## src/rtl/shdw_pkg.sv

```systemverilog
package shdw_pkg;

    localparam int unsigned SHD_ADDR_W   = 32;
    localparam int unsigned SHD_SEGS     = 16;
    localparam int unsigned SHD_SEG_LOG2 = 14;
    localparam logic [31:0] SHD_BASE     = 32'h000C_0000;

    // Registered routing decision
    typedef struct packed {
        logic valid;
        logic in_range;
        logic to_dram;
        logic to_link;
    } route_res_t;

    localparam route_res_t ROUTE_IDLE = '{valid: 1'b0, in_range: 1'b0,
                                          to_dram: 1'b0, to_link: 1'b0};

    // Pick the attribute bit that governs this transaction direction
    function automatic logic pick_attr(input logic is_write,
                                       input logic rd_bit,
                                       input logic wr_bit);
        return is_write ? wr_bit : rd_bit;
    endfunction

endpackage

```

## src/rtl/shdw_attr_regs.sv

```systemverilog
module shdw_attr_regs #(
    parameter int unsigned SEGS  = shdw_pkg::SHD_SEGS,
    localparam int unsigned IDX_W = $clog2(SEGS)
) (
    input  logic             clk,
    input  logic             rst,
    input  logic             we,
    input  logic [IDX_W-1:0] seg,
    input  logic             rd_dram,
    input  logic             wr_dram,
    output logic [SEGS-1:0]  rd_mask,
    output logic [SEGS-1:0]  wr_mask
);

    for (genvar g = 0; g < SEGS; g++) begin : g_seg
        always_ff @(posedge clk) begin
            if (rst) begin
                rd_mask[g] <= 1'b0;
                wr_mask[g] <= 1'b0;
            end else if (we && (seg == IDX_W'(g))) begin
                rd_mask[g] <= rd_dram;
                wr_mask[g] <= wr_dram;
            end
        end
    end

    AST_ATTR_HOLD: assert property (@(posedge clk) disable iff (rst)
        !we |=> ($stable(rd_mask) && $stable(wr_mask)));

endmodule

```

## src/rtl/shdw_seg_decode.sv

```systemverilog
module shdw_seg_decode #(
    parameter int unsigned ADDR_W   = shdw_pkg::SHD_ADDR_W,
    parameter int unsigned SEGS     = shdw_pkg::SHD_SEGS,
    parameter int unsigned SEG_LOG2 = shdw_pkg::SHD_SEG_LOG2,
    parameter logic [31:0] BASE     = shdw_pkg::SHD_BASE,
    localparam int unsigned IDX_W   = $clog2(SEGS)
) (
    input  logic [ADDR_W-1:0] addr,
    output logic              in_range,
    output logic [IDX_W-1:0]  seg
);

    localparam logic [ADDR_W-1:0] BASE_V = ADDR_W'(BASE);
    localparam logic [ADDR_W-1:0] SPAN_V = ADDR_W'(SEGS) << SEG_LOG2;

    logic [ADDR_W-1:0] offset;

    always_comb begin
        offset   = addr - BASE_V;
        in_range = (addr >= BASE_V) && (offset < SPAN_V);
        seg      = offset[SEG_LOG2 +: IDX_W];
    end

endmodule

```

## src/rtl/shdw_route_sel.sv

```systemverilog
module shdw_route_sel
    import shdw_pkg::*;
#(
    parameter int unsigned SEGS  = SHD_SEGS,
    localparam int unsigned IDX_W = $clog2(SEGS)
) (
    input  logic             valid,
    input  logic             is_write,
    input  logic             in_range,
    input  logic [IDX_W-1:0] seg,
    input  logic [SEGS-1:0]  rd_mask,
    input  logic [SEGS-1:0]  wr_mask,
    output route_res_t       res
);

    logic use_dram;

    always_comb begin
        use_dram     = pick_attr(is_write, rd_mask[seg], wr_mask[seg]);
        res          = ROUTE_IDLE;
        res.valid    = valid;
        res.in_range = valid && in_range;
        res.to_dram  = valid && in_range && use_dram;
        res.to_link  = valid && in_range && !use_dram;
    end

endmodule

```

## src/rtl/shadow_route.sv

```systemverilog
module shadow_route
    import shdw_pkg::*;
#(
    parameter int unsigned ADDR_W   = SHD_ADDR_W,
    parameter int unsigned SEGS     = SHD_SEGS,
    parameter int unsigned SEG_LOG2 = SHD_SEG_LOG2,
    parameter logic [31:0] BASE     = SHD_BASE,
    localparam int unsigned IDX_W   = $clog2(SEGS)
) (
    input  logic              clk,
    input  logic              rst,
    input  logic              txn_valid,
    input  logic              txn_write,
    input  logic [ADDR_W-1:0] txn_addr,
    input  logic              attr_we,
    input  logic [IDX_W-1:0]  attr_seg,
    input  logic              attr_rd_dram,
    input  logic              attr_wr_dram,
    output logic              res_valid,
    output logic              res_in_range,
    output logic              res_to_dram,
    output logic              res_to_link
);

    logic [SEGS-1:0]  rd_mask;
    logic [SEGS-1:0]  wr_mask;
    logic             dec_in_range;
    logic [IDX_W-1:0] dec_seg;
    route_res_t       res_d;
    route_res_t       res_q;

    shdw_attr_regs #(.SEGS(SEGS)) attr_i (
        .clk     (clk),
        .rst     (rst),
        .we      (attr_we),
        .seg     (attr_seg),
        .rd_dram (attr_rd_dram),
        .wr_dram (attr_wr_dram),
        .rd_mask (rd_mask),
        .wr_mask (wr_mask)
    );

    shdw_seg_decode #(
        .ADDR_W   (ADDR_W),
        .SEGS     (SEGS),
        .SEG_LOG2 (SEG_LOG2),
        .BASE     (BASE)
    ) dec_i (
        .addr     (txn_addr),
        .in_range (dec_in_range),
        .seg      (dec_seg)
    );

    shdw_route_sel #(.SEGS(SEGS)) sel_i (
        .valid    (txn_valid),
        .is_write (txn_write),
        .in_range (dec_in_range),
        .seg      (dec_seg),
        .rd_mask  (rd_mask),
        .wr_mask  (wr_mask),
        .res      (res_d)
    );

    always_ff @(posedge clk) begin
        if (rst) res_q <= ROUTE_IDLE;
        else     res_q <= res_d;
    end

    assign res_valid    = res_q.valid;
    assign res_in_range = res_q.in_range;
    assign res_to_dram  = res_q.to_dram;
    assign res_to_link  = res_q.to_link;

    AST_LATENCY: assert property (@(posedge clk) disable iff (rst)
        txn_valid |=> res_valid);
    AST_SINGLE_TARGET: assert property (@(posedge clk) disable iff (rst)
        (res_valid && res_in_range) |-> (res_to_dram ^ res_to_link));
    AST_IDLE_QUIET: assert property (@(posedge clk) disable iff (rst)
        !txn_valid |=> !(res_valid || res_in_range || res_to_dram || res_to_link));
    AST_OUT_RANGE_QUIET: assert property (@(posedge clk) disable iff (rst)
        (res_valid && !res_in_range) |-> !(res_to_dram || res_to_link));
    AST_READ_DRAM: assert property (@(posedge clk) disable iff (rst)
        (txn_valid && !txn_write && dec_in_range && rd_mask[dec_seg]) |=> res_to_dram);
    AST_WRITE_DRAM: assert property (@(posedge clk) disable iff (rst)
        (txn_valid && txn_write && dec_in_range && wr_mask[dec_seg]) |=> res_to_dram);

endmodule

```

## config.mk

```make
export PLATFORM = sky130hd
export DESIGN_NAME = shadow_route
export DESIGN_NICKNAME = d
export VERILOG_FILES = /design/src/rtl/shdw_pkg.sv /design/src/rtl/shdw_attr_regs.sv /design/src/rtl/shdw_seg_decode.sv /design/src/rtl/shdw_route_sel.sv /design/src/rtl/shadow_route.sv
export SDC_FILE = /design/constraint.sdc
export NUM_CORES = 1
export LEC_CHECK = 0
export BUFFER_PORTS_ARGS = -buffer_cell sky130_fd_sc_hd__buf_2
export CORE_AREA = 2 2 59 61
export CTS_CLUSTER_SIZE = 14
export DETAILED_ROUTE_END_ITERATION = 8
export DIE_AREA = 0 0 61 63
export PLACE_DENSITY = 0.85
export SLEW_MARGIN = 5
export SYNTH_ARGS = -nofsm -noshare
export SYNTH_HDL_FRONTEND = slang
export SYNTH_SLANG_ARGS = --single-unit
```

## constraint.sdc

```tcl
create_clock -name clk -period 2.7 [get_ports clk]
set_clock_uncertainty 0.2 [all_clocks]
set_input_delay 0.675 -clock clk [delete_from_list [all_inputs] [get_ports clk]]
set_output_delay 0.675 -clock clk [all_outputs]
set_load 0.05 [all_outputs]
```

==> summary.md <==
| Metric | Value |
|---|---|
| Status | finished, final reports clean |
| Vias in the first global route | 1395 |
| WL final | 3.607 mm |
| Worst-path cell chain | buf_2, mux2i_1, a22oi_1, nand3_1, nand4_1, and2_1 |
| Switch Pwr | 0.2421 mW |
| TritonCTS buffer count | 5 |
| Critical path startpoint category | input port |
| Ports | 47 |
| Post-synthesis cell count | 214 |
| Worst Tran Pin Value | 0.4884 ns |
| CORE AREA | 3232 µm² |
| Worst reg-to-reg setup slack | 1.38 ns |
| Hold path depth | 2 |
| Slowest stage delay, CP | 0.40 ns |
| Final hold violations | 0 |
| Wire per inst | 12.44 µm |
| Post-route cell area | 1936 µm² |
| Data required, critical path | 2.74 ns |
| Most common cell after layout, fill and taps aside | nand2_1 |
| Post-Syn Nets | 257 |
| Post-Synth XOR/XNOR Area | 0% |
| Setup Crit Path Kind | input port to flop |
| Post-DP Area | 1877 µm² |
| Final slew viol count | 0 |
| Area share of the largest cell type after synthesis | 42.04% |
| Max_cap viols | 0 |
| Final core utilization | 59.89% |
| Sequential cell area fraction in the yosys report | 42.04% |
| Mux contribution to synthesized area | 12.85% |
| Cts repair resizes | 0 |
| Total chip power | 0.9490 mW |
| Dpl hpwl | 2.543 mm |
| Largest family of logic cells by synthesized area | simple AND/OR/NAND/NOR gates |
| Clock tree sinks | 36 |
| RSZ-0062 raised after global routing | false |
| Congestion Overflow GR | 0 |
| H-tree lvl count | 2 |
| Post-CTS Hold Buffers | 0 |
| CP max FO | 16 |
| Net Sw Frac | 25.52% |
| Top cells by area, synth | dfxtp_1 (42%), mux2i_1 (13%), nand2_1 (8.5%) |
| Final setup violation count | 0 |
| Ys Warns | 0 |
| Vias per cell | 5.438 |
| Share of cells above drive strength 1 | 16.80% |
| Post-synthesis compound-gate area fraction | 16.50% |
| CTS tree | done |
| Worst-skew pair later-pin latency | 0.34 ns |
| Reg area | 720.7 µm² |
| # fillers | 305 |
| Peak VDD IR | 0.0002128 V |
| CTS clk-pin slew, worst paths | 0.10 ns |
| Synth Area in Simple Gates | 24.74% |
| Num rows | 21 |
| Mapped Avg Cell Area | 8.010 µm² |
| Syn-to-layout area delta | 12.92% |
| Vert. Die Dim | 63 µm |
| Worst relative slew slack | 67.44% |
| Largest net degree at the start of global routing | 33 |
| First-pass GRT wire length | 6.113 mm |
| Clk pwr share | 31.7% |
| Power Internal | 0.7068 mW |
| Routed Antenna Nets | 0 |
| Commonest cells after routing, fill and taps aside | nand2_1 (39), dfxtp_1 (36), buf_2 (32), a21oi_1 (29), mux2i_1 (22) |
| GPL Wtd Cong | 0.7734 |
| DR iter-0 viols | 89 |
| Post-CTS Repair Setup Buffers | 0 |
| Routed via count | 1577 |
| Synth Area in Adders | 0% |
| Yosys reg bits | 36 |
| Multi-input gate area in the final layout | 927.1 µm² |
| Clock Tree Root | clkbuf_4 |
| Width of the die | 61 µm |
| Nets | 286 |
| Post-Syn Area | 1714 µm² |
| Post-route minimum period | 1.850 ns |
| Power Density | 490.3 nW/µm² |
| Worst setup EP type | flop |
| Die Area | 3843 µm² |
| Initial antenna violation count | 0 |
| Lkg Pwr | 0.7681 nW |
| Worst path arrival time | 1.89 ns |
| Worst Hold Class | flop to flop |
| I/O Buffers | 32 |
| GRT Resource Usage Total | 21.25% |
| Ant diodes | 0 |
| R2R depth | 5 |
| Fmax | 540.6 MHz |
| Slowest-stage cell, CP | buf_2 |
| 1st-pass router iterations | 4 |
| Deepest clock path buffer count | 2 |
| Final period util | 68.51% |
| Total negative slack | 0 ns |
| Sequential share of power | 56.9% |
| Comb power frac | 11.4% |
| Remaining DRCs | 0 |
| Initial Util | 53.04% |
| Cell variety after synth | 25 |
| Yosys top cell by area | dfxtp_1 |
-- through the flow --
stage / std cells / setup WS, ns / hold slack [ns]
finish: 290 / 0.8501 / 0.2622
global route: 290 / 0.7862 / 0.2918
CTS: 290 / 0.8613 / 0.2615
detailed placement: 282 / 0.4954 / 0.2474
global placement: 282 / 0.5110 / 0.2422
floorplan: 214 / 0.8651 / 0.2357
-- layout make-up --
| class | count | area share (%) |
|---|---|---|
| multi-input cells | 166 | 47.90 |
| flip-flops and latches | 36 | 37.23 |
| repair buffers | 33 | 8.662 |
| clock buffers | 8 | 3.038 |
| well taps | 46 | 2.973 |
| inverters | 1 | 0.1939 |
-- synthesized netlist by cell type, drive strengths merged --
library cell,instances
nand2,39
dfxtp,36
a21oi,29
mux2i,22
o21ai,20
nor2,19
nand3,11
clkbuf,7
a22oi,4
buf,4
nand2b,4
nor2b,3
and2,2
and2b,2
nand4,2
nor3b,2
nor4,2
or2,2
a211oi,1
and3,1
inv,1
nor3,1
-- critical path, delay by kind of cell --
family                 cells  cell delay (ns)
AO/OA/AOI/OAI              1             0.09
buffers and inverters      1             0.40
multiplexers               1             0.30
AND/OR/NAND/NOR            3             0.41
-- final timing paths --
kind | start | to
worst max-delay path | txn_addr[15] | res_to_dram
worst max register to register | attr_i.wr_mask[2] | res_to_dram
worst min register to register | attr_i.rd_mask[0] | attr_i.rd_mask[0]
worst min-delay path | attr_i.rd_mask[0] | attr_i.rd_mask[0]
-- per-layer routing --
layer / part of all wire, % / track usage [%] / up-vias
met2: 47 / 29.97 / 53
met3: 7.4 / 7.246 / 7
met4: 2.4 / 10.60 / 0
met5: 0 / 0 / -
met1: 44 / 28.32 / 717
li1: - / - / 800
-- registers in the layout, summed over array words and instances, names as in the netlist --
signal,cells
attr_i.rd_mask,16
attr_i.wr_mask,16
res_to_link,1
res_in_range,1
res_valid,1
res_to_dram,1
-- power by group through the flow --
| stage | sequential, mW | clock (mW) | combinational [mW] |
|---|---|---|---|
| after floorplan | 0.555 | 0 | 0.0666 |
| after global placement | 0.552 | 0 | 0.106 |
| after global routing | 0.541 | 0.332 | 0.120 |
| final | 0.540 | 0.300 | 0.108 |
| after detailed placement | 0.553 | 0 | 0.107 |
| after CTS | 0.540 | 0.306 | 0.108 |
-- logic make-up (layout without fill, tap and decap cells) --
| group | after synthesis | after routing |
|---|---|---|
| and+or+nand+nor | 90 | 90 |
| DFF | 36 | 36 |
| buffers and inverters | 12 | 42 |
| muxes | 22 | 22 |
| AOI/OAI and AO/OA | 54 | 54 |
Power figures use the tool's default switching activity.
